--- config.mk ---
export PLATFORM = sky130hd
export DESIGN_NAME = csma_backoff_engine
export DESIGN_NICKNAME = d
export VERILOG_FILES = /design/src/rtl/csma_pkg.sv /design/src/rtl/csma_lfsr.sv /design/src/rtl/csma_timer.sv /design/src/rtl/csma_cfg.sv /design/src/rtl/csma_backoff_engine.sv
export SDC_FILE = /design/constraint.sdc
export NUM_CORES = 1
export LEC_CHECK = 0
export ABC_AREA = 1
export BUFFER_PORTS_ARGS = -buffer_cell sky130_fd_sc_hd__buf_4
export CORE_MARGIN = 1
export CORE_UTILIZATION = 40
export CTS_CLUSTER_SIZE = 25
export DETAILED_ROUTE_END_ITERATION = 8
export PLACE_DENSITY = 0.58
export RECOVER_POWER = 100
export SLEW_MARGIN = 0
export SYNTH_ARGS = -nofsm -noshare
export SYNTH_HDL_FRONTEND = slang
export SYNTH_SLANG_ARGS = --single-unit
--- constraint.sdc ---
create_clock -name clk -period 4.4 [get_ports clk]
set_input_delay 0.22 -clock clk [delete_from_list [all_inputs] [get_ports clk]]
set_output_delay 0.22 -clock clk [all_outputs]
set_load 0.05 [all_outputs]
--- src/rtl/csma_pkg.sv ---
package csma_pkg;

   typedef enum logic [3:0] {
      S_IDLE,
      S_PREP,
      S_WAIT,
      S_CCA_REQ,
      S_CCA_WAIT,
      S_START,
      S_TX,
      S_ACKW,
      S_DONE,
      S_FAILB,
      S_FAILN
   } csma_state_e;

   typedef enum logic [1:0] {
      CFG_MIN_BE = 2'd0,
      CFG_MAX_BE = 2'd1,
      CFG_MAX_NB = 2'd2,
      CFG_RSVD   = 2'd3
   } cfg_addr_e;

endpackage

--- src/rtl/csma_lfsr.sv ---
module csma_lfsr #(
   parameter int               W    = 32,
   parameter logic [W-1:0]     MASK = 32'h8020_0003,
   parameter logic [W-1:0]     SEED = 32'h0000_0001
) (
   input  logic         clk,
   input  logic         rst_n,
   input  logic         step,
   output logic [W-1:0] word
);

   generate
      if (SEED == '0) begin : g_bad_seed
         $error("csma_lfsr: seed must be nonzero");
      end
      if (MASK[W-1] != 1'b1) begin : g_bad_mask
         $error("csma_lfsr: mask must have its top bit set");
      end
   endgenerate

   always_ff @(posedge clk) begin
      if (!rst_n) begin
         word <= SEED;
      end else if (step) begin
         word <= {1'b0, word[W-1:1]} ^ (word[0] ? MASK : '0);
      end
   end

   AST_LFSR_NONZERO: assert property (@(posedge clk) disable iff (!rst_n)
      word != '0);

endmodule

--- src/rtl/csma_timer.sv ---
module csma_timer #(
   parameter int CNT_W       = 32,
   parameter int UT_W        = 5,
   parameter int TICK_CYCLES = 2000
) (
   input  logic             clk,
   input  logic             rst_n,
   input  logic             load,
   input  logic             stop,
   input  logic [CNT_W-1:0] load_units,
   input  logic [UT_W-1:0]  load_ut,
   output logic             expire,
   output logic             running
);

   logic [CNT_W-1:0] units_q;
   logic [UT_W-1:0]  ut_q;
   logic [UT_W-1:0]  tc_q;
   logic             tick_end;
   logic             unit_end;

   generate
      if (TICK_CYCLES < 1) begin : g_bad_tick
         $error("csma_timer: TICK_CYCLES must be at least 1");
      end
      if (TICK_CYCLES > 1) begin : g_prescale
         localparam int PC_W = $clog2(TICK_CYCLES);
         logic [PC_W-1:0] pc_q;
         always_ff @(posedge clk) begin
            if (!rst_n || load) begin
               pc_q <= '0;
            end else if (running) begin
               pc_q <= (pc_q == PC_W'(TICK_CYCLES - 1)) ? '0 : pc_q + 1'b1;
            end
         end
         assign tick_end = (pc_q == PC_W'(TICK_CYCLES - 1));
      end else begin : g_direct
         assign tick_end = 1'b1;
      end
   endgenerate

   assign unit_end = (tc_q == ut_q - 1'b1);
   assign expire   = running && tick_end && unit_end && (units_q == CNT_W'(1));

   always_ff @(posedge clk) begin
      if (!rst_n) begin
         running <= 1'b0;
         units_q <= '0;
         ut_q    <= '0;
         tc_q    <= '0;
      end else if (load) begin
         running <= 1'b1;
         units_q <= load_units;
         ut_q    <= load_ut;
         tc_q    <= '0;
      end else if (stop || expire) begin
         running <= 1'b0;
      end else if (running && tick_end) begin
         if (unit_end) begin
            tc_q    <= '0;
            units_q <= units_q - 1'b1;
         end else begin
            tc_q <= tc_q + 1'b1;
         end
      end
   end

   AST_LOAD_NONZERO: assert property (@(posedge clk) disable iff (!rst_n)
      load |-> (load_units != '0) && (load_ut != '0));

endmodule

--- src/rtl/csma_cfg.sv ---
module csma_cfg
   import csma_pkg::*;
#(
   parameter int CFG_W      = 8,
   parameter int DEF_MIN_BE = 3,
   parameter int DEF_MAX_BE = 5,
   parameter int DEF_MAX_NB = 4
) (
   input  logic             clk,
   input  logic             rst_n,
   input  logic             lock,
   input  logic             wr_en,
   input  logic [1:0]       wr_addr,
   input  logic [CFG_W-1:0] wr_data,
   output logic [CFG_W-1:0] min_be,
   output logic [CFG_W-1:0] max_be,
   output logic [CFG_W-1:0] max_nb
);

   logic accept;
   assign accept = wr_en && !lock;

   always_ff @(posedge clk) begin
      if (!rst_n) begin
         min_be <= CFG_W'(DEF_MIN_BE);
         max_be <= CFG_W'(DEF_MAX_BE);
         max_nb <= CFG_W'(DEF_MAX_NB);
      end else if (accept) begin
         case (cfg_addr_e'(wr_addr))
            CFG_MIN_BE: min_be <= wr_data;
            CFG_MAX_BE: max_be <= wr_data;
            CFG_MAX_NB: max_nb <= wr_data;
            default:    ;
         endcase
      end
   end

   AST_CFG_LOCKED: assert property (@(posedge clk) disable iff (!rst_n)
      lock |=> $stable(min_be) && $stable(max_be) && $stable(max_nb));

endmodule

--- src/rtl/csma_backoff_engine.sv ---
module csma_backoff_engine
   import csma_pkg::*;
#(
   parameter int                RAND_W      = 32,
   parameter int                CFG_W       = 8,
   parameter int                UNIT_TICKS  = 20,
   parameter int                TICK_CYCLES = 2000,
   parameter int                ACK_TICKS   = 54,
   parameter logic [RAND_W-1:0] LFSR_MASK   = 32'h8020_0003,
   parameter logic [RAND_W-1:0] LFSR_SEED   = 32'h0000_0001,
   parameter int                DEF_MIN_BE  = 3,
   parameter int                DEF_MAX_BE  = 5,
   parameter int                DEF_MAX_NB  = 4
) (
   input  logic             clk,
   input  logic             rst_n,
   input  logic             cfg_we,
   input  logic [1:0]       cfg_addr,
   input  logic [CFG_W-1:0] cfg_wdata,
   input  logic             tx_req,
   input  logic             tx_ack_req,
   input  logic             csma_en,
   output logic             radio_idle,
   output logic             trig_armed,
   output logic             cca_req,
   input  logic             cca_done,
   input  logic             cca_busy,
   output logic             tx_start,
   output logic             tx_with_rx,
   input  logic             tx_frame_end,
   input  logic             seq_done,
   output logic             seq_abort,
   output logic             done,
   output logic             fail_busy,
   output logic             fail_noack,
   output logic             busy
);

   localparam int SH_W  = $clog2(RAND_W + 1);
   localparam int UT_W  = $clog2(UNIT_TICKS + 1);
   localparam int CNT_W = RAND_W;

   generate
      if (UNIT_TICKS < 1 || ACK_TICKS < 1) begin : g_bad_time
         $error("csma_backoff_engine: unit and ack windows must be nonzero");
      end
      if ($clog2(ACK_TICKS + 1) > CNT_W) begin : g_bad_ack
         $error("csma_backoff_engine: ACK_TICKS does not fit the unit counter");
      end
      if (CFG_W < SH_W) begin : g_bad_cfg
         $error("csma_backoff_engine: CFG_W too narrow for the exponent range");
      end
   endgenerate

   csma_state_e      state_q, state_d;
   logic [CFG_W-1:0] min_be, max_be, max_nb;
   logic [CFG_W-1:0] be_q, nb_q;
   logic             ack_q, csma_q;

   logic [RAND_W-1:0] rnd_word;
   logic [SH_W-1:0]   be_eff;
   logic [RAND_W-1:0] rnd_top;
   logic [CNT_W-1:0]  draw_units;

   logic             tmr_load, tmr_stop, tmr_expire, tmr_running;
   logic [CNT_W-1:0] tmr_units;
   logic [UT_W-1:0]  tmr_ut;
   logic             draw_now;

   // ---------------- settings ----------------
   csma_cfg #(
      .CFG_W      (CFG_W),
      .DEF_MIN_BE (DEF_MIN_BE),
      .DEF_MAX_BE (DEF_MAX_BE),
      .DEF_MAX_NB (DEF_MAX_NB)
   ) i_cfg (
      .clk     (clk),
      .rst_n   (rst_n),
      .lock    (busy),
      .wr_en   (cfg_we),
      .wr_addr (cfg_addr),
      .wr_data (cfg_wdata),
      .min_be  (min_be),
      .max_be  (max_be),
      .max_nb  (max_nb)
   );

   // ---------------- random draw ----------------
   assign draw_now = (state_q == S_PREP) && csma_q;

   csma_lfsr #(
      .W    (RAND_W),
      .MASK (LFSR_MASK),
      .SEED (LFSR_SEED)
   ) i_lfsr (
      .clk   (clk),
      .rst_n (rst_n),
      .step  (draw_now),
      .word  (rnd_word)
   );

   assign be_eff     = (be_q > CFG_W'(RAND_W)) ? SH_W'(RAND_W) : SH_W'(be_q);
   assign rnd_top    = (be_eff == '0) ? '0 : (rnd_word >> (SH_W'(RAND_W) - be_eff));
   assign draw_units = (rnd_top == '0) ? CNT_W'(1) : rnd_top;

   // ---------------- shared timer ----------------
   assign tmr_load  = draw_now ||
                      ((state_q == S_TX) && ack_q && tx_frame_end && !seq_done);
   assign tmr_stop  = (state_q == S_ACKW) && seq_done;
   assign tmr_units = draw_now ? draw_units : CNT_W'(ACK_TICKS);
   assign tmr_ut    = draw_now ? UT_W'(UNIT_TICKS) : UT_W'(1);

   csma_timer #(
      .CNT_W       (CNT_W),
      .UT_W        (UT_W),
      .TICK_CYCLES (TICK_CYCLES)
   ) i_timer (
      .clk        (clk),
      .rst_n      (rst_n),
      .load       (tmr_load),
      .stop       (tmr_stop),
      .load_units (tmr_units),
      .load_ut    (tmr_ut),
      .expire     (tmr_expire),
      .running    (tmr_running)
   );

   // ---------------- sequencing ----------------
   always_comb begin
      state_d = state_q;
      unique case (state_q)
         S_IDLE:     if (tx_req) state_d = S_PREP;
         S_PREP:     state_d = csma_q ? S_WAIT : S_START;
         S_WAIT:     if (tmr_expire) state_d = S_CCA_REQ;
         S_CCA_REQ:  state_d = S_CCA_WAIT;
         S_CCA_WAIT: begin
            if (cca_done) begin
               if (!cca_busy)           state_d = S_START;
               else if (nb_q < max_nb)  state_d = S_PREP;
               else                     state_d = S_FAILB;
            end
         end
         S_START:    state_d = S_TX;
         S_TX: begin
            if (seq_done)                        state_d = S_DONE;
            else if (ack_q && tx_frame_end)      state_d = S_ACKW;
         end
         S_ACKW: begin
            if (seq_done)        state_d = S_DONE;
            else if (tmr_expire) state_d = S_FAILN;
         end
         default:    state_d = S_IDLE;
      endcase
   end

   always_ff @(posedge clk) begin
      if (!rst_n) begin
         state_q <= S_IDLE;
         be_q    <= '0;
         nb_q    <= '0;
         ack_q   <= 1'b0;
         csma_q  <= 1'b0;
      end else begin
         state_q <= state_d;
         if (state_q == S_IDLE && tx_req) begin
            be_q   <= min_be;
            nb_q   <= '0;
            ack_q  <= tx_ack_req;
            csma_q <= csma_en;
         end else if (state_q == S_CCA_WAIT && cca_done && cca_busy && nb_q < max_nb) begin
            nb_q <= nb_q + 1'b1;
            if (be_q < max_be) be_q <= be_q + 1'b1;
         end
      end
   end

   assign radio_idle = (state_q == S_PREP);
   assign trig_armed = (state_q == S_WAIT);
   assign cca_req    = (state_q == S_CCA_REQ);
   assign tx_start   = (state_q == S_START);
   assign tx_with_rx = (state_q == S_START) && ack_q;
   assign seq_abort  = (state_q == S_FAILN);
   assign fail_noack = (state_q == S_FAILN);
   assign fail_busy  = (state_q == S_FAILB);
   assign done       = (state_q == S_DONE);
   assign busy       = (state_q != S_IDLE);

   // ---------------- checks ----------------
   AST_NB_BOUND: assert property (@(posedge clk) disable iff (!rst_n)
      (state_q != S_IDLE) |-> (nb_q <= max_nb));
   AST_BE_BOUND: assert property (@(posedge clk) disable iff (!rst_n)
      (state_q != S_IDLE) |-> (be_q <= max_be || be_q == min_be));
   AST_FAIL_AFTER_BUSY: assert property (@(posedge clk) disable iff (!rst_n)
      fail_busy |-> $past(cca_done && cca_busy));
   AST_START_AFTER_CLEAR: assert property (@(posedge clk) disable iff (!rst_n)
      (tx_start && csma_q) |-> $past(cca_done && !cca_busy));
   AST_DIRECT_START: assert property (@(posedge clk) disable iff (!rst_n)
      (radio_idle && !csma_q) |=> tx_start);
   AST_NOACK_NO_SEQ_DONE: assert property (@(posedge clk) disable iff (!rst_n)
      fail_noack |-> !$past(seq_done));
   AST_ARMED_TIMER: assert property (@(posedge clk) disable iff (!rst_n)
      trig_armed |-> tmr_running);

endmodule

# After elaboration in Yosys (flattened, before gate mapping)

Index checks and enable logic that the tools add are counted.

Register bits after elaboration: 132
Input bits: 20
Output and inout bits: 10
Logic and storage cells: 117

Add/subtract/negate cells: 7
$lt $le $gt $ge: 3
Equality and inequality tests: 21
Shift-type cells: 1
Muxes and demuxes: 28
Bitwise gates (word level): 3
Reductions and logical operators: 40

Operators with widths:

| cell                    | count |
|---|---|
| $mux W32                | 8 |
| $mux W4                 | 9 |
| $eq A32 B1 Y1 const B   | 1 |
| $logic_not A32 Y1       | 1 |
| $pmux W4 S8             | 1 |
| $shr A32 B6 Y32         | 1 |
| $sub A32 B1 Y32 const B | 1 |
| $xor A31 B32 Y32        | 1 |
| $mux W8                 | 3 |
| $add A8 B1 Y8 const B   | 2 |
| $eq A4 B3 Y1 const B    | 4 |
| $lt A8 B8 Y1            | 2 |
| $logic_and A1 B1 Y1     | 15 |
| $eq A4 B4 Y1 const B    | 3 |
| $add A11 B1 Y11 const B | 1 |
| $eq A11 B11 Y1 const B  | 1 |
| $mux W11                | 1 |
| $mux W5                 | 2 |
| $reduce_and A2 Y1       | 5 |
| $reduce_bool A2 Y1      | 5 |
| $eq A4 B2 Y1 const B    | 2 |
| $gt A8 B6 Y1 const B    | 1 |
| $logic_not A6 Y1        | 1 |
| $mux W6                 | 1 |
| 21 further kinds        | 31 |

# Depth between registers and ports, before layout

Gate-level depths: netlist of run 1.

Word-level depth: 9
Mapped depth: 30
Depth with buffers taken out: 25

# Hierarchy

Synthesis of run 1 repeated with hierarchy kept, for this count alone.

Cell total of the unflattened synthesis: 1747
Area total of the unflattened synthesis: 10237.3 µm²

Modules (own cells, without submodules):

| module              | times used | cells each | area an instance (µm²) | seq. area each (µm²) |
|---|---|---|---|---|
| csma_backoff_engine | 1          | 797        | 4186.5                 | 440.4 |
| csma_timer          | 1          | 656        | 3838.7                 | 1081.0 |
| csma_lfsr           | 1          | 149        | 1198.6                 | 640.6 |
| csma_cfg            | 1          | 145        | 1013.5                 | 480.5 |

# Worst setup path before layout of run 1

No wires, ideal clock.

Path type: register -> register
From: reg be_q[0]
To: reg i_timer.units_q[0]
Library setup time: 0.070 ns
Data arrival time: 3.656 ns
Required time: 4.330 ns
Setup slack: 0.674 ns
Cell stages (with the launch flop): 28
Buffers on the path: 6
Clock period less this slack: 3.726 ns
Cells stage by stage: dfxtp_1 > clkbuf_1 > clkbuf_1 > inv_1 > ha_1 > inv_1 > nor2_1 > nand3_1 > nand2_1 > buf_6 > nand2_2 > buf_2 > ha_1 > inv_1 > clkbuf_1 > clkbuf_1 > nand3_1 > nand3_1 > nand3_1 > nand3_1 > nand2_1 > nor2_1 > nand2_1 > nor2_1 > nand3_1 > nand2_1 > nand2_1 > a21oi_1

Longest elaborated chain between the ends: 9
Elaborated cells on any way between the ends: 10
Those cells by class: add/sub (1); order compare (1); shift (1); mux (5); reduce/logical (2)

RTL lines:

| element                | RTL line                   | text |
|---|---|---|
| start, declared        | csma_backoff_engine.sv:57  | `logic [CFG_W-1:0] be_q, nb_q;` |
| start signal, assigned | csma_backoff_engine.sv:166 | `be_q <= min_be;` |
| start signal, assigned | csma_backoff_engine.sv:172 | `if (be_q < max_be) be_q <= be_q + 1'b1;` |
| $gt A8 B6 Y1           | csma_backoff_engine.sv:102 | `assign be_eff = (be_q > CFG_W'(RAND_W)) ? SH_W'(RAND_W) : SH_W'(be_q);` |
| $mux W6 (*)            | csma_backoff_engine.sv:102 |  |
| $sub A6 B6 Y6          | csma_backoff_engine.sv:103 | `assign rnd_top = (be_eff == '0) ? '0 : (rnd_word >> (SH_W'(RAND_W) - be_eff));` |
| $shr A32 B6 Y32        | csma_backoff_engine.sv:103 |  |
| $mux W32 (*)           | csma_backoff_engine.sv:103 |  |
| $logic_not A32 Y1      | csma_backoff_engine.sv:104 | `assign draw_units = (rnd_top == '0) ? CNT_W'(1) : rnd_top;` |
| $mux W32 (*)           | csma_backoff_engine.sv:104 |  |
| $mux W32 (*)           | csma_backoff_engine.sv:110 | `assign tmr_units = draw_now ? draw_units : CNT_W'(ACK_TICKS);` |
| $mux W32 (*)           | csma_timer.sv:51           | `end else if (load) begin` |
| end signal, assigned   | csma_timer.sv:53           | `units_q <= load_units;` |
| end signal, assigned   | csma_timer.sv:61           | `units_q <= units_q - 1'b1;` |
| end, declared          | csma_timer.sv:16           | `logic [CNT_W-1:0] units_q;` |

Every way passes the cells marked *; elsewhere a longest branch is shown, timed or not.
A chain may end at the register's enable or synchronous reset.

# Worst setup path in the final report of run 1

From: reg be_q[1]
To: reg i_timer.units_q[0]

Same word-level chain as after synthesis.

==> reports/metrics.cfg, run 1 <==
[setup_path]
crit_path_max_fanout=45
end_kind=register
critical_path.startpoint=be_q[1]
worst-r2r-cell-count=21
critPathKind=reg2reg
crit_path_start_kind=register
crit_arrival_ns=3.99
worstReg2RegStart=be_q[1]
required_ns=4.72

[synthesis]
ys_seq_elements=129
netlist_area_um2=8838
synth.top_cells.by_area=dfxtp_1 29%, nand3_1 14%, nand2_1 12%
yosysTopAreaCellShare_pct=29.22
syn-num-nets=1455
syn_area_per_cell_um2=6.264
synth_top_cell_by_area=dfxtp_1
synthCells=1411
yosys-top-cells-count=276 x nand2_1, 252 x nand3_1, 145 x inv_1
synth_enable_flop_cells=0
synth-warning-count=0
synth_cell_types=50
synth.most_common_cell=nand2_1
ys.flop_type=dfxtp_1
synth-seq-area-share_pct=29.22
async_flop_share_pct=0

[clock_tree]
clockRootBuffer=clkbuf_16
clk_pin_slew_ns=0.06
clockBufferDepth=2
numCtsBuffers=17
h-tree-depth=4
insertion_delay_ns=0.44
postCtsSetupBuffers=0
cts.sinks=129
tritoncts=built

[timing]
hold_viol_final=0
min_period_over_period_pct=83.38
skew_ns=0.01581
tightest_slew_ns=1.010
fin_tns_setup_ns=0
fmax_mhz=272.6
rsz0062_at_grt=no
min_period_ns=3.669
slew_violations=0
setup_violations=0
slew-limit-headroom_pct=32.59

[layout]
finalCoreUtilization_pct=44.81
stdcell_area_um2=9748
nets=1443
drive_gt1_share_pct=5.878
n_antenna_cell=0
fill_cells=2351
area_growth_pct=10.29

[die]
core-area_um2=21760
die-width_um=150.6
start_util_pct=40.63
die_y_um=150.6
std_cell_rows=54
die_area_um2=22690
num_io_pins=30

[grt]
grt_max_degree=92
grt_pass1_vias=8271
antenna_found_initial=0
grt_overflow=0
grtUsageTotal_pct=23.49
grt_pass1_wl_mm=42.01

[route]
drtPass1Iterations=6
drcViolationCount=0
vias=9189
wl_per_cell_um=15.22
ant_nets=0
drt_iter0_drc=794
post_drt_via_cell_ratio=5.431
routed_wl_mm=25.75

[min_path]
hp-start=cfg_wdata[1]
hold_depth=3
hp-class=in2reg

[place]
io_buffer_count=29
detailed_place_hpwl_mm=18.28
placed_area_um2=9155
place.gp.congestion=0.9009

[flow_run]
drv_cap=0

[power_and_ir_drop]
cellPowerDensity_nw_per_um2=810.9
ir_drop_uv=406.5
p_leak_nw=4.232

[run_status]
status=finished, final reports clean

through the flow:
stage	total power, mW	setup slack, ns	cells	hold slack [ns]
2_1_floorplan	5.250	0.6739	1411	0.3463
3_3_place_gp	6.345	1.002	1659	0.4458
3_5_place_dp	6.335	1.022	1659	0.4531
4_1_cts	7.894	0.9989	1692	0.01069
5_1_grt	8.590	0.2764	1692	0.02970
6_report	7.905	0.7314	1692	0.01193
layout make-up:
| cell class | count | area [um2] | area share [%] |
|---|---|---|---|
| clock inverters | 14 | 193.9 | 1.989 |
| clock buffers | 18 | 429.2 | 4.403 |
| inverters | 150 | 563.0 | 5.776 |
| multi-input cells | 1060 | 5356 | 54.95 |
| repair buffers | 41 | 272.8 | 2.798 |
| flip-flops and latches | 129 | 2582 | 26.49 |
| well taps | 280 | 350.3 | 3.594 |
path summary, 6_finish.rpt:
path	end	slack [ns]
worst max-delay path	i_timer.units_q[0]	0.73
worst min-delay path	i_cfg.min_be[1]	0.01
worst max register to register	i_timer.units_q[0]	0.73
worst min register to register	i_lfsr.word[0]	0.46
kinds of logic after synthesis:
family | Yosys count | share of synthesized area [%]
AND/OR/NAND/NOR | 725 | 36.45
AO/OA/AOI/OAI | 275 | 16.87
buffers and inverters | 222 | 10.18
flip-flops | 129 | 29.22
XOR/XNOR | 35 | 3.766
adder cells (fa/ha/maj) | 24 | 3.398
multiplexers | 1 | 0.1133
repair_timing:
action	in CTS	in global routing
endpoints found under the hold margin	1	0
endpoints found under the setup margin	0	0
hold buffers	1	0
resized for setup	0	0
power by group:
part           switching (mW)  total [mW]  internal (mW)
clock                   0.618        1.53          0.913
sequential              0.148        1.47           1.32
combinational            3.40        4.90           1.50
total                    4.17        7.91           3.73
critical path, stage by stage (launching register included):
cell	delay (ns)
dfxtp_1	0.38
inv_1	0.10
ha_1	0.14
inv_1	0.04
nor2_1	0.07
nand3_1	0.07
nand2_1	0.12
buf_4	0.43
o311ai_1	0.20
nand2_2	0.25
inv_2	0.12
nor2_1	0.66
buf_4	0.35
nand3_1	0.12
nand2_1	0.10
nor2_1	0.05
nand2_1	0.05
nor2_1	0.04
nand3_1	0.07
nand2_1	0.05
nand2_1	0.05
a21oi_1	0.08
routing by layer:
| metal | vias to the layer above | routed length [um] | track usage [%] |
|---|---|---|---|
| li1 | 4728 | - | - |
| met4 | 0 | 331 | 5.750 |
| met5 | - | 0 | 0 |
| met1 | 4227 | 12850 | 32.45 |
| met3 | 30 | 1105 | 3.879 |
| met2 | 204 | 11470 | 37.86 |
placed cells by master, fill, tap and decap left out, types with 2 or more instances in the layout:
cell | synthesis | routed
a211oi_1 | 2 | 2
a21boi_0 | 2 | 2
a21oi_1 | 121 | 121
a221oi_1 | 2 | 2
a311oi_1 | 2 | 2
a31oi_1 | 15 | 15
buf_4 | 7 | 30
bufinv_16 | 0 | 3
clkbuf_1 | 39 | 11
clkbuf_16 | 0 | 17
clkinv_1 | 2 | 2
clkinv_4 | 0 | 4
dfxtp_1 | 129 | 129
ha_1 | 24 | 24
inv_1 | 145 | 145
inv_2 | 3 | 3
inv_6 | 0 | 4
inv_8 | 0 | 3
nand2_1 | 276 | 275
nand2_2 | 5 | 6
nand3_1 | 252 | 252
nand3b_1 | 3 | 3
nand4_1 | 23 | 23
nor2_1 | 119 | 120
nor2_4 | 2 | 2
nor3_1 | 26 | 26
nor3b_1 | 4 | 4
nor4_1 | 6 | 6
o2111ai_1 | 2 | 2
o211ai_1 | 5 | 5
o21ai_0 | 107 | 109
o21ai_1 | 4 | 2
o22ai_1 | 4 | 4
or2_2 | 4 | 4
xnor2_1 | 8 | 8
xor2_1 | 25 | 25
registers in the layout (all words and copies together) (netlist names):
name                     flops
i_lfsr.word                 32
i_timer.units_q             32
i_timer.g_prescale.pc_q     11
be_q                         8
i_cfg.max_be                 8
i_cfg.max_nb                 8
i_cfg.min_be                 8
nb_q                         8
i_timer.tc_q                 5
state_q                      4
i_timer.ut_q                 2
ack_q                        1
csma_q                       1
i_timer.running              1
(Power assumes the default switching activity.)
==> run 2: changes to the inputs <==
==> constraint.sdc (replaced) <==
create_clock -name clk -period 3.7 [get_ports clk]
set_input_delay 0.185 -clock clk [delete_from_list [all_inputs] [get_ports clk]]
set_output_delay 0.185 -clock clk [all_outputs]
set_load 0.05 [all_outputs]
==> reports/metrics.cfg, run 2 (same netlist as run 1, synthesis figures left out) <==
[run_status]
status=finished, final reports clean  ; unchanged

[power_and_ir_drop]
cellPowerDensity_nw_per_um2=957.2  ; was 810.9 nW/um2
p_leak_nw=4.298  ; was 4.232 nW
ir_drop_uv=456.3  ; was 406.5 uV

[timing]
min_period_over_period_pct=91.28  ; was 83.38%
tightest_slew_ns=1.111  ; was 1.010 ns
rsz0062_at_grt=no  ; unchanged
setup_violations=0  ; unchanged
fin_tns_setup_ns=0  ; unchanged
min_period_ns=3.377  ; was 3.669 ns
slew_violations=0  ; unchanged
slew-limit-headroom_pct=25.90  ; was 32.59%
whs_ns=0.02853  ; was 0.01193 ns
fmax_mhz=296.1  ; was 272.6 MHz
skew_ns=0.01462  ; was 0.01581 ns
hold_viol_final=0  ; unchanged

[grt]
grt_pass1_vias=8291  ; was 8271
antenna_found_initial=0  ; unchanged
met3_usage_pct=3.515  ; was 3.879%
grt.busiest_layer=met2  ; unchanged
grt_max_degree=65  ; was 92
met2_usage_pct=37.14  ; was 37.86%
grt_overflow=0  ; unchanged
grt_pass1_wl_mm=42.61  ; was 42.01 mm
grtUsageTotal_pct=23.84  ; was 23.49%
grtUsageMet1_pct=33.54  ; was 32.45%

[flow_run]
drv_cap=0  ; unchanged

[layout]
layout_common_cells=276 x nand2_1, 252 x nand3_1, 146 x inv_1, 129 x dfxtp_1, 121 x a21oi_1  ; was 275 x nand2_1, 252 x nand3_1, 145 x inv_1, 129 x dfxtp_1, 121 x a21oi_1
fill_cells=2334  ; was 2351
final_common_cell=nand2_1  ; unchanged
nets=1462  ; was 1443
n_antenna_cell=0  ; unchanged
drive_gt1_share_pct=6.639  ; was 5.878%
area_growth_pct=11.78  ; was 10.29%
reg.largest.list=i_lfsr.word: 32 flops, i_timer.units_q: 32 flops, i_timer.g_prescale.pc_q: 11 flops  ; unchanged

[clock_tree]
cts.sinks=129  ; unchanged
numCtsBuffers=17  ; unchanged
clockBufferDepth=2  ; unchanged
ctsHoldBuffers=5  ; was 1
tritoncts=built  ; unchanged
postCtsSetupBuffers=0  ; unchanged
cts-resized-gates=0  ; unchanged
clk_pin_slew_ns=0.07  ; was 0.06 ns
insertion_delay_ns=0.44  ; about the same
h-tree-depth=4  ; unchanged
clockRootBuffer=clkbuf_16  ; unchanged

[setup_path]
crit_buf_inv=4  ; was 5
worst-r2r-cell-count=16  ; was 21
required_ns=4.05  ; was 4.72 ns
critPathSlowestCell=inv_1  ; was nor2_1
regToRegSetupSlack_ns=0.32  ; was 0.73 ns
worstReg2RegStart=i_timer.ut_q[0]  ; was be_q[1]
end_kind=register  ; unchanged
crit_family=simple AND/OR/NAND/NOR gates  ; unchanged
crit_top_cell=inv_1  ; was nand2_1
cp_slowest_stage_delay_ns=0.50  ; was 0.66 ns
critPathKind=reg2reg  ; unchanged
crit_path_start_kind=register  ; unchanged
crit_path_max_fanout=26  ; was 45
crit_chain=inv_1, ha_1, xnor2_1, nor3_1, o21ai_0, nor3_1, nand3_1, nand3_1, inv_1, nand2_1, nor2_1, nor2_4, inv_1, buf_12, o2111ai_1, o21ai_0  ; was inv_1, ha_1, inv_1, nor2_1, nand3_1, nand2_1, buf_4, o311ai_1, nand2_2, inv_2, nor2_1, buf_4, nand3_1, nand2_1, nor2_1, nand2_1, nor2_1, nand3_1, nand2_1, nand2_1, a21oi_1
crit_arrival_ns=3.73  ; was 3.99 ns
rr_endpoint=i_timer.units_q[1]  ; was i_timer.units_q[0]

[die]
num_io_pins=30  ; unchanged
die_y_um=150.6  ; unchanged
std_cell_rows=54  ; unchanged
die-width_um=150.6  ; unchanged
core-area_um2=21760  ; unchanged
die_area_um2=22690  ; unchanged
start_util_pct=40.63  ; unchanged

[route]
routed_wl_mm=26.03  ; was 25.75 mm
drtPass1Iterations=5  ; was 6
drt_iter0_drc=776  ; was 794
post_drt_via_cell_ratio=5.423  ; was 5.431
vias=9278  ; was 9189
wl_per_cell_um=15.21  ; was 15.22 um
drcViolationCount=0  ; unchanged
ant_nets=0  ; unchanged

[min_path]
hold-path-endpoint=i_cfg.min_be[7]  ; was i_cfg.min_be[1]
hp-class=in2reg  ; unchanged
hold_depth=3  ; unchanged
hp-start=cfg_wdata[7]  ; was cfg_wdata[1]

[place]
detailed_place_hpwl_mm=18.79  ; was 18.28 mm
io_buffer_count=29  ; unchanged
place.gp.congestion=0.9966  ; was 0.9009

-- run 2: layout make-up --
cell class | count | area (um2) | share of cell area, %
inverter | 150 | 563.0 | 5.699
clock buffer | 18 | 439.2 | 4.445
tap | 280 | 350.3 | 3.546
clock inverter | 14 | 166.4 | 1.684
timing repair buffer | 60 | 421.7 | 4.268
multi-input combinational | 1060 | 5356 | 54.22
sequential | 129 | 2582 | 26.14
-- run 2: through the flow --
step	cells	utilization (%)	power, mW	instance area (um2)	setup slack, ns
global placement	1674	42.66	7.678	9280	0.6315
CTS	1711	45.67	9.439	9936	0.5870
global route	1711	45.41	10.29	9879	0.1538
detailed placement	1674	42.66	7.649	9280	0.6300
finish	1711	45.41	9.456	9879	0.3227
floorplan	1411	-	6.245	8840	0.06418
-- run 2: worst max path at each step --
stage / start / end / slack [ns] / cells after the start
floorplan: be_q[0] / i_timer.units_q[0] / 0.06 / 27
global placement: be_q[0] / i_timer.units_q[0] / 0.63 / 24
detailed placement: be_q[0] / i_timer.units_q[0] / 0.63 / 24
global route: i_timer.ut_q[0] / i_timer.units_q[1] / 0.15 / 16
CTS: be_q[0] / i_timer.units_q[0] / 0.59 / 24
finish: i_timer.ut_q[0] / i_timer.units_q[1] / 0.32 / 16
-- run 2: worst register-to-register path, cell delays in order, from the launching register on --
cell	delay, ns
dfxtp_1	0.36
inv_1	0.10
ha_1	0.32
xnor2_1	0.14
nor3_1	0.07
o21ai_0	0.12
nor3_1	0.10
nand3_1	0.19
nand3_1	0.16
inv_1	0.10
nand2_1	0.11
nor2_1	0.36
nor2_4	0.05
inv_1	0.50
buf_12	0.25
o2111ai_1	0.24
o21ai_0	0.15
-- run 2: where the power goes --
part / switching (mW) / internal, mW / leakage [nW]
registers: 0.151 / 1.57 / 1.05
clock network: 0.762 / 0.982 / 0.292
logic: 4.12 / 1.87 / 2.96
-- run 2: metal layers --
layer / wire length [um] / part of all wire (%)
met1: 12830 / 49
met2: 11620 / 45
met3: 1020 / 3.9
met4: 567 / 2.2
met5: 0 / 0
==> run 3: changes to the inputs <==
--- a/config.mk
+++ b/config.mk
@@ -13,6 +13,7 @@
 export DETAILED_ROUTE_END_ITERATION = 8
 export PLACE_DENSITY = 0.58
 export RECOVER_POWER = 100
+export REMOVE_ABC_BUFFERS = 1
 export SLEW_MARGIN = 0
 export SYNTH_ARGS = -nofsm -noshare
 export SYNTH_HDL_FRONTEND = slang
==> reports/metrics.cfg, run 3 (same netlist as run 1, synthesis figures left out) <==
[run_status]
status=finished, final reports clean  ; unchanged

[clock_tree]
clk_pin_slew_ns=0.06  ; was 0.07 ns
h-tree-depth=4  ; unchanged
clockBufferDepth=2  ; unchanged
insertion_delay_ns=0.43  ; was 0.44 ns
cts-resized-gates=0  ; unchanged
cts.sinks=129  ; unchanged
clockRootBuffer=clkbuf_16  ; unchanged
tritoncts=built  ; unchanged
numCtsBuffers=17  ; unchanged

[place]
dp_slack_ns=0.4348  ; was 0.6300 ns
placed_area_um2=9265  ; was 9280 um2
detailed_place_hpwl_mm=18.92  ; was 18.79 mm
io_buffer_count=29  ; unchanged
place.gp.congestion=0.9923  ; was 0.9966

[route]
wl_per_cell_um=15.26  ; was 15.21 um
drcViolationCount=0  ; unchanged
routed_wl_mm=26.07  ; was 26.03 mm
ant_nets=0  ; unchanged
vias=9360  ; was 9278
drtPass1Iterations=5  ; unchanged
post_drt_via_cell_ratio=5.480  ; was 5.423
drt_iter0_drc=671  ; was 776

[setup_path]
critPathKind=reg2reg  ; unchanged
crit_family=simple AND/OR/NAND/NOR gates  ; unchanged
crit_arrival_ns=3.67  ; was 3.73 ns
end_kind=register  ; unchanged
cp_slowest_stage_delay_ns=0.55  ; was 0.50 ns
crit_path_start_kind=register  ; unchanged
crit_path_max_fanout=44  ; was 26
crit_chain=inv_1, ha_1, xnor2_1, nor3_1, o21ai_0, nor3_1, nand3_1, nand3_1, inv_1, nand2_1, nor2_1, nor2_4, inv_2, o2111ai_1, o21ai_0  ; was inv_1, ha_1, xnor2_1, nor3_1, o21ai_0, nor3_1, nand3_1, nand3_1, inv_1, nand2_1, nor2_1, nor2_4, inv_1, buf_12, o2111ai_1, o21ai_0
crit_buf_inv=3  ; was 4
critPathSlowestCell=inv_2  ; was inv_1
required_ns=4.05  ; about the same

[layout]
final_common_cell=nand2_1  ; unchanged
n_antenna_cell=0  ; unchanged
reg.largest.list=i_lfsr.word: 32 flops, i_timer.units_q: 32 flops, i_timer.g_prescale.pc_q: 11 flops  ; unchanged
layout_common_cells=275 x nand2_1, 252 x nand3_1, 145 x inv_1, 129 x dfxtp_1, 121 x a21oi_1  ; was 276 x nand2_1, 252 x nand3_1, 146 x inv_1, 129 x dfxtp_1, 121 x a21oi_1
drive_gt1_share_pct=6.653  ; was 6.639%
fill_cells=2342  ; was 2334
stdcell_area_um2=9832  ; was 9879 um2
finalCoreUtilization_pct=45.19  ; was 45.41%
area_growth_pct=11.24  ; was 11.78%
nets=1459  ; was 1462

[die]
core-area_um2=21760  ; unchanged
std_cell_rows=54  ; unchanged
die_y_um=150.6  ; unchanged
die_area_um2=22690  ; unchanged
num_io_pins=30  ; unchanged
die-width_um=150.6  ; unchanged
start_util_pct=40.63  ; unchanged

[timing]
fmax_mhz=301.1  ; was 296.1 MHz
hold_viol_final=0  ; unchanged
setup_violations=0  ; unchanged
skew_ns=0.009414  ; was 0.01462 ns
rsz0062_at_grt=no  ; unchanged
fin_tns_setup_ns=0  ; unchanged
setup_ws_ns=0.3784  ; was 0.3227 ns
min_period_ns=3.322  ; was 3.377 ns
slew-limit-headroom_pct=17.91  ; was 25.90%
slew_violations=0  ; unchanged
min_period_over_period_pct=89.77  ; was 91.28%
tightest_slew_ns=1.231  ; was 1.111 ns

[power_and_ir_drop]
cellPowerDensity_nw_per_um2=959.3  ; was 957.2 nW/um2
power_mw=9.432  ; was 9.456 mW
p_leak_nw=4.277  ; was 4.298 nW
ir_drop_uv=423.7  ; was 456.3 uV

[grt]
grt_pass1_wl_mm=42.62  ; was 42.61 mm
grt_overflow=0  ; unchanged
grtUsageTotal_pct=23.78  ; was 23.84%
antenna_found_initial=0  ; unchanged
grt_max_degree=67  ; was 65
grt_pass1_vias=8404  ; was 8291

[flow_run]
drv_cap=0  ; unchanged

[min_path]
hp-class=in2reg  ; unchanged

[run 3: changes by cell type in the layout (fill, tap and decap cells not counted), sizes merged]
cell / change
inv: -3
dlygate4sd3: -1
clkinv: +4
buf: -1
clkbuf: -2
[run 3: power by group]
group	internal (mW)	switching [mW]
combinational	1.89	4.15
sequential	1.57	0.145
clock	0.947	0.727
[run 3: area by class of cell]
class	instances	area [um2]	share of cell area (%)
multi-input cells	1060	5359	54.50
flip-flops and latches	129	2582	26.27
inverters	150	563.0	5.727
clock buffers	17	425.4	4.327
repair buffers	57	399.1	4.060
well taps	280	350.3	3.563
clock inverters	15	152.6	1.553
[run 3: path summary, 6_finish.rpt]
| path | from | end | slack [ns] | depth (start not counted) |
|---|---|---|---|---|
| min reg2reg | i_cfg.max_nb[4] | i_cfg.max_nb[4] | 0.46 | 2 |
| min | cfg_wdata[4] | i_cfg.min_be[4] | 0.02 | 3 |
| max reg2reg | i_timer.ut_q[0] | i_timer.units_q[1] | 0.38 | 15 |
| max | i_timer.ut_q[0] | i_timer.units_q[1] | 0.38 | 15 |
[run 3: per-stage QoR]
| step | cells | hold WS [ns] |
|---|---|---|
| 6_report | 1708 | 0.02180 |
| 5_1_grt | 1708 | 0.01683 |
| 4_1_cts | 1708 | 0.004466 |
| 3_5_place_dp | 1672 | 0.4320 |
| 3_3_place_gp | 1672 | 0.4279 |
| 2_1_floorplan | 1339 | 0.2691 |
[run 3: timing repair]
item | CTS | global route
buffers inserted | 0 | 0
endpoints found under the hold margin | 5 | 0
hold buffers | 4 | 0
[run 3: per-layer routing]
layer	up-vias	global-route usage, %	wire (um)
li1	4765	-	-
met1	4271	32.88	12300
met2	269	37.49	11710
met3	55	2.879	1326
met4	0	9.250	734
met5	-	0	0
[run 3: worst min-delay path, cell delays in order]
cell,delay (ns)
buf_4,0.10
nor2_1,0.04
nor2_1,0.08
